### src/rtl/ezp_pkg.sv
package ezp_pkg;

    typedef enum logic {
        OP_ADD = 1'b0,
        OP_SUB = 1'b1
    } op_e;

    typedef struct packed {
        logic zero;
        logic nonzero;
    } flags_t;

endpackage

### src/rtl/ezp_term_gen.sv
// Per-bit propagate and kill terms of A and the effective B.
module ezp_term_gen #(
    parameter int WIDTH = 32
) (
    input  logic [WIDTH-1:0] a,
    input  logic [WIDTH-1:0] b,
    input  logic             invert_b,
    output logic [WIDTH-1:0] prop,
    output logic [WIDTH-1:0] kill
);
    logic [WIDTH-1:0] b_eff;

    assign b_eff = invert_b ? ~b : b;

    for (genvar i = 0; i < WIDTH; i++) begin : g_bit
        assign prop[i] = a[i] ^ b_eff[i];
        assign kill[i] = ~(a[i] | b_eff[i]);
    end
endmodule

### src/rtl/ezp_indicator.sv
// One indicator per position: set when that position cannot be zero
// given the carry it would have to receive from below.
module ezp_indicator #(
    parameter int WIDTH    = 32,
    parameter bit WRAP_ADD = 1'b1,
    localparam int NIND    = WIDTH + 1
) (
    input  logic [WIDTH-1:0] prop,
    input  logic [WIDTH-1:0] kill,
    input  logic             carry_in,
    input  logic             is_add,
    output logic [NIND-1:0]  ind
);
    // the lowest position must see propagate equal to the carry-in
    assign ind[0] = prop[0] ^ carry_in;

    // higher positions: propagate must equal the carry implied by neighbour
    for (genvar i = 1; i < WIDTH; i++) begin : g_pos
        assign ind[i] = prop[i] ^ ~kill[i-1];
    end

    if (WRAP_ADD) begin : g_wrap
        assign ind[WIDTH] = 1'b0;
    end else begin : g_mag
        // carry-out of an addition is part of the result and must be zero
        assign ind[WIDTH] = is_add & ~kill[WIDTH-1];
    end
endmodule

### src/rtl/ezp_or_tree.sv
// Balanced OR reduction, heap-ordered node array.
module ezp_or_tree #(
    parameter int N = 33,
    localparam int LEVELS = (N > 1) ? $clog2(N) : 1,
    localparam int LEAVES = 1 << LEVELS,
    localparam int NODES  = 2 * LEAVES - 1
) (
    input  logic [N-1:0] vec,
    output logic         any
);
    logic [NODES-1:0] node;

    for (genvar k = 0; k < LEAVES; k++) begin : g_leaf
        if (k < N) begin : g_used
            assign node[LEAVES-1+k] = vec[k];
        end else begin : g_pad
            assign node[LEAVES-1+k] = 1'b0;
        end
    end

    for (genvar k = 0; k < LEAVES - 1; k++) begin : g_node
        assign node[k] = node[2*k+1] | node[2*k+2];
    end

    assign any = node[0];
endmodule

### src/rtl/early_zero_predictor.sv
module early_zero_predictor #(
    parameter int WIDTH    = 32,
    parameter bit WRAP_ADD = 1'b1
) (
    input  logic [WIDTH-1:0] a_i,
    input  logic [WIDTH-1:0] b_i,
    input  logic             sub_i,
    output logic             zero_o,
    output logic             nonzero_o
);
    import ezp_pkg::*;

    localparam int NIND = WIDTH + 1;

    op_e               op;
    logic [WIDTH-1:0]  prop;
    logic [WIDTH-1:0]  kill;
    logic [NIND-1:0]   ind;
    logic              any_set;
    flags_t            flags_d;

    assign op = op_e'(sub_i);

    ezp_term_gen #(.WIDTH(WIDTH)) u_terms (
        .a        (a_i),
        .b        (b_i),
        .invert_b (op == OP_SUB),
        .prop     (prop),
        .kill     (kill)
    );

    ezp_indicator #(.WIDTH(WIDTH), .WRAP_ADD(WRAP_ADD)) u_ind (
        .prop     (prop),
        .kill     (kill),
        .carry_in (op == OP_SUB),
        .is_add   (op == OP_ADD),
        .ind      (ind)
    );

    ezp_or_tree #(.N(NIND)) u_tree (
        .vec (ind),
        .any (any_set)
    );

    always_comb begin
        flags_d         = '0;
        flags_d.nonzero = any_set;
        flags_d.zero    = ~any_set;
    end

    assign zero_o    = flags_d.zero;
    assign nonzero_o = flags_d.nonzero;
endmodule

### config.mk
export PLATFORM = sky130hd
export DESIGN_NAME = early_zero_predictor
export DESIGN_NICKNAME = d
export VERILOG_FILES = /design/src/rtl/ezp_pkg.sv /design/src/rtl/ezp_term_gen.sv /design/src/rtl/ezp_indicator.sv /design/src/rtl/ezp_or_tree.sv /design/src/rtl/early_zero_predictor.sv
export SDC_FILE = /design/constraint.sdc
export NUM_CORES = 1
export LEC_CHECK = 0
export BUFFER_PORTS_ARGS = -buffer_cell sky130_fd_sc_hd__buf_2
export CAP_MARGIN = 20
export CORE_ASPECT_RATIO = 0.75
export CORE_MARGIN = 5
export CORE_UTILIZATION = 35
export DETAILED_ROUTE_END_ITERATION = 8
export PLACE_DENSITY = 0.64
export SYNTH_ARGS = -nofsm -noshare
export SYNTH_HDL_FRONTEND = slang
export SYNTH_SLANG_ARGS = --single-unit
export TNS_END_PERCENT = 20
### constraint.sdc
create_clock -name vclk -period 4.68
set_input_delay 0.936 -clock vclk [all_inputs]
set_output_delay 0.936 -clock vclk [all_outputs]
set_load 0.02 [all_outputs]
==> results of run 1 <==
[worst max path at each step]
stage,end,startpoint,cells past startpoint,slack (ns)
after CTS,zero_o,sub_i,9,0.74
final,zero_o,sub_i,9,0.75
after global routing,zero_o,sub_i,9,0.62
after detailed placement,zero_o,sub_i,9,0.75
after floorplan,zero_o,sub_i,8,1.21
after global placement,zero_o,sub_i,9,0.79
[cell usage after synthesis (all sizes together)]
library cell | number | area (µm²)
nand3 | 1 | 5.00
xor2 | 22 | 193
inv | 31 | 116
and4 | 1 | 8.76
nor3 | 1 | 5.00
nand4 | 6 | 37.5
xnor2 | 43 | 377
nor4 | 3 | 25.0
buf | 4 | 26.3
ha | 31 | 388
[power by group]
part           switching [mW]  internal [mW]
combinational          0.0830         0.0967
clock                       0              0
sequential                  0              0
[critical path, cell delays in order]
cell and delay, ns:
buf_2 0.37, buf_12 0.24, xnor2_1 0.14, ha_1 0.26, xor2_1 0.18, nand4_1 0.13, nor4_2 0.33, and4_1 0.24
buf_2 0.17
[kinds of logic (layout without fill, tap and decap cells)]
kind of cell	count (synthesis)	in the layout	synth area share [%]
xor+xnor	65	65	48.2
fa+ha+maj	31	31	32.8
buf+inv	35	99	12.1
simple gates	12	12	6.88
[layout make-up]
type	count	area, µm²
repair buffers	68	355
fillers	332	1710
well taps	40	50.0
inverters	31	116
multi-input cells	108	1040
[per-stage QoR]
| step | util (%) | hold slack [ns] |
|---|---|---|
| after detailed placement | 47.8 | 2.52 |
| after global routing | 47.8 | 2.57 |
| final | 47.8 | 2.52 |
| after floorplan | - | 2.29 |
| after global placement | 47.8 | 2.52 |
| after CTS | 47.8 | 2.52 |
[routing by layer]
metal  vias to the layer above  track usage, %
li1                        576               -
met3                         2            2.26
met4                         0           0.735
met2                        44            16.6
met5                         -               0
met1                       442            17.0
==> impl_metrics.csv, run 1 <==
group,metric,value,unit
run_status,outcome,"finished clean",
grt,overflow,0,
run,maxCapViolCount,0,
floorplanning,die_area,4650,µm²
grt,grt_pass1_vias,992,
grt,grt_first_pass_wirelength,4270,µm
placement,dp_hpwl,2630,µm
setup_path,crit_type,"primary input to output pin",
placement,detailedPlace.worstSlack,0.752,ns
routing,routed.top_layer,"met4",
placement,gp_congestion,0.731,
floorplanning,io_pins,67,
placement,place_area,1560,µm²
timing,hold_viol,0,
layout,layout.nets,305,
yosys,ys_types,12,
timing,slew_viol_final,0,
routing,wirelength,2770,µm
timing,fin_crit,3.93,ns
worst_hold_path,whs_endpoint,"nonzero_o",
floorplanning,row_count,18,
floorplanning,start_util,36.2,%
timing,relSlewSlack,69.9,%
layout,drive_gt1_share,33.3,%
routing,drt_iter0_drc,43,
timing,setup_viol,0,
routing,wl_per_cell,11.2,µm
timing,fin_ws,0.750,ns
setup_path,cp-start-kind,"primary input",
worst_hold_path,hp-class,"primary input to output pin",
layout,design_area,1560,µm²
yosys,avgSynthCellArea,8.26,µm²
routing,ant_nets,0,
layout,final_cells,247,
floorplanning,core_area,3270,µm²
routing,drc,0,
setup_path,required,3.74,ns
grt,antenna_found_initial,0,
timing,period_share,84.0,%
placement,io_buffers,67,
grt,grt_max_degree,20,
floorplanning,die_w,77.1,µm
routing,wl_met2,1070,µm
timing,setup_tns,0,ns
clock_network,cts_setup_buffers,0,
routing,wl_met3,274,µm
worst_hold_path,hold_start,"b_i[31]",
pwr,p_leak,0.887,nW
grt,groute.usage.overall,11.1,%
pwr,power_density,115,nW/µm²
layout,seq_cells,0,
layout,final_common_cell,"buf_2",
pwr,finalPower,0.180,mW
timing,tightest_slew,0.451,ns
yosys,netlist_area,1180,µm²
setup_path,arrival,2.99,ns
routing,vias,1064,
setup_path,crit_path_end_kind,"output pin",
routing,drtPass1Iterations,4,
placement,dp_cells,247,
routing,avgViaCountPerCell,4.31,
worst_hold_path,whs_path_depth,6,
clock_network,hold_buffers,0,
pwr,ir_drop,51.8,µV
timing,fmax,254,MHz
yosys,yosysWarnings,0,
layout,seq_area,0,µm²
setup_path,cp_max_fo,19,
routing,met1Wirelength,1400,µm
layout,diodes,0,
floorplanning,die_y,60.3,µm
layout,areaGrowthSynthToFinish,32.1,%
layout,layout_common_cells,"67 x buf_2, 43 x xnor2_1, 31 x inv_1, 31 x ha_1, 22 x xor2_1",
yosys,ys_seq_area_share,0,%
yosys,synth_cells,143,
clock_network,cts_resized,0,
yosys,syn_nets,239,
layout,nClkBuffers,0,
timing,rsz0062_at_grt,"no",
Note: power is estimated with default switching activity, not from simulation.
==> run 2, diff against run 1 <==
--- a/config.mk
+++ b/config.mk
@@ -5,13 +5,14 @@
 export SDC_FILE = /design/constraint.sdc
 export NUM_CORES = 1
 export LEC_CHECK = 0
+export ABC_AREA = 1
 export BUFFER_PORTS_ARGS = -buffer_cell sky130_fd_sc_hd__buf_2
 export CAP_MARGIN = 20
 export CORE_ASPECT_RATIO = 0.75
 export CORE_MARGIN = 5
 export CORE_UTILIZATION = 35
 export DETAILED_ROUTE_END_ITERATION = 8
-export PLACE_DENSITY = 0.64
+export PLACE_DENSITY = 0.6
 export SYNTH_ARGS = -nofsm -noshare
 export SYNTH_HDL_FRONTEND = slang
 export SYNTH_SLANG_ARGS = --single-unit
==> constraint.sdc (replaced) <==
create_clock -name vclk -period 3.7
set_input_delay 0.74 -clock vclk [all_inputs]
set_output_delay 0.74 -clock vclk [all_outputs]
set_load 0.02 [all_outputs]
==> run 2 against run 1 <==
Against the previous run: die area is 28% higher; wire length grew 22%; combinational power increased by 63%; global-route usage is 0.36 points higher; critical path depth up 4; count of clock-buffer cells in the layout stayed put.
==> impl_metrics.csv, run 2 <==
group,metric,value,unit
pwr,p_comb_share,100.0,%
placement,gp_congestion,0.791,
timing,slew_viol_final,0,
yosys,synth.top_cell.area_share,24.8,%
routing,wl_per_cell,8.33,µm
routing,ant_nets,0,
setup_path,crit_family,"simple AND/OR/NAND/NOR gates",
run,maxCapViolCount,0,
grt,overflow,0,
routing,drt_iter0_drc,43,
timing,fin_crit,3.09,ns
grt,grt_first_pass_wirelength,5620,µm
floorplanning,die_area,5930,µm²
routing,routed.top_layer,"met4",
yosys,synth_top_area_cell,"ha_1",
placement,detailedPlace.worstSlack,0.612,ns
layout,final_common_cell,"nand2_1",
floorplanning,io_pins,67,
pwr,clkPwrFrac,0,%
timing,fin_ws,0.615,ns
grt,grt_pass1_vias,1400,
floorplanning,row_count,21,
routing,avgViaCountPerCell,3.95,
yosys,synthTopCellsByArea,"ha_1 25%, nand2_1 22%, xnor2_1 21%",
clock_network,hold_buffers,0,
setup_path,cp_max_fo,34,
clock_network,cts_setup_buffers,0,
grt,grt_max_degree,35,
setup_path,crit_path_cell_trace,"buf_2, buf_12, xnor2_1, ha_1, inv_1, nand2_1, nand2_1, nor2_1, nand2_1, nor2_1, nand3_1, nor2_1, buf_2",
layout,layout.nets,447,
timing,setup_tns,0,ns
layout,diodes,0,
grt,antenna_found_initial,0,
yosys,ys_types,11,
layout,seq_cells,0,
timing,fmax,324,MHz
layout,final_cells,406,
setup_path,critical_path_buf_inv_count,4,
setup_path,required,2.96,ns
timing,setup_viol,0,
grt,groute.usage.overall,11.5,%
routing,drtPass1Iterations,4,
clock_network,cts_resized,0,
setup_path,arrival,2.35,ns
routing,wl_met3,270,µm
layout,layout_common_cells,"93 x nand2_1, 80 x inv_1, 67 x buf_2, 37 x xnor2_1, 31 x ha_1",
yosys,avgSynthCellArea,5.50,µm²
placement,place_area,1970,µm²
layout,drive_gt1_share,19.8,%
layout,nClkBuffers,0,
yosys,synth_common_cells,"93 x nand2_1, 80 x inv_1, 37 x xnor2_1, 31 x ha_1, 29 x nor2_1",
placement,dp_hpwl,3100,µm
layout,design_area,1970,µm²
floorplanning,die_w,87.3,µm
setup_path,crit_type,"primary input to output pin",
routing,vias,1602,
timing,tightest_slew,0.222,ns
routing,wl_met2,1310,µm
floorplanning,die_y,67.9,µm
pwr,ir_drop,73.5,µV
yosys,synth.most_common_cell,"nand2_1",
routing,drc,0,
pwr,p_leak,1.30,nW
layout,multi_input_area,1240,µm²
pwr,p_sw,0.154,mW
yosys,synth_cells,285,
layout,fillCellCount,481,
yosys,ys_seq_area_share,0,%
timing,hold_viol,0,
timing,rsz0062_at_grt,"no",
placement,dp_cells,406,
layout,seq_area,0,µm²
setup_path,crit_path_end_kind,"output pin",
routing,wirelength,3380,µm
layout,areaGrowthSynthToFinish,25.6,%
yosys,netlist_area,1570,µm²
setup_path,critPathMaxStageDelay,0.34,ns
floorplanning,core_area,4390,µm²
floorplanning,start_util,35.7,%
pwr,power_density,149,nW/µm²
yosys,syn_nets,381,
setup_path,cp-start-kind,"primary input",
pwr,switching_share,52.3,%
pwr,p_int,0.140,mW
setup_path,slowest_stage,"ha_1",
setup_path,worst-path-stages,13,
run_status,outcome,"finished clean",
timing,relSlewSlack,85.2,%
placement,io_buffers,67,
worst_hold_path,whs_path_depth,7,
yosys,yosysWarnings,0,
worst_hold_path,hp-class,"primary input to output pin",
timing,period_share,83.4,%
routing,met1Wirelength,1790,µm
pwr,pwr-share-seq,0,%
==> run 2: path summary, 6_finish.rpt <==
path	from	to	slack [ns]
min	a_i[31]	zero_o	2.06
max	sub_i	zero_o	0.61
==> run 2: cell type report <==
class                      count  share of cell area (%)
multi-input combinational    200                    62.8
inverter                      81                    15.5
tap                           57                    3.63
timing repair buffer          68                    18.1
==> run 2: through the flow <==
step                      total power [mW]  util (%)  hold slack [ns]
after global routing                 0.347      44.8             2.10
final                                0.294      44.8             2.06
after floorplan                      0.219         -             1.78
after CTS                            0.299      44.8             2.06
after global placement               0.292      44.8             2.05
after detailed placement             0.296      44.8             2.05
==> run 2: power by group through the flow <==
stage	sequential (mW)	clock (mW)	combinational (mW)
2_1_floorplan	0	0	0.219
6_report	0	0	0.294
3_3_place_gp	0	0	0.292
3_5_place_dp	0	0	0.296
5_1_grt	0	0	0.347
4_1_cts	0	0	0.299
==> run 2: cells by family after synthesis <==
kind of cell	Yosys count	share of synthesized area, %
adder cells (fa/ha/maj)	31	24.8
XOR/XNOR	41	22.9
buffers and inverters	85	21.1
AND/OR/NAND/NOR	128	31.2
==> run 2: tightest hold or removal path: stages <==
cell and delay (ns):
buf_2 0.10, xor2_1 0.06, nand2_1 0.05, nand2_1 0.08
nand3_1 0.08, nor2_1 0.05, buf_2 0.15
==> run 2: layer usage <==
| layer | vias up | track usage (%) |
|---|---|---|
| met5 | - | 0 |
| met4 | 0 | 0.575 |
| met3 | 2 | 1.20 |
| met2 | 44 | 18.7 |
| met1 | 618 | 16.9 |
| li1 | 938 | - |
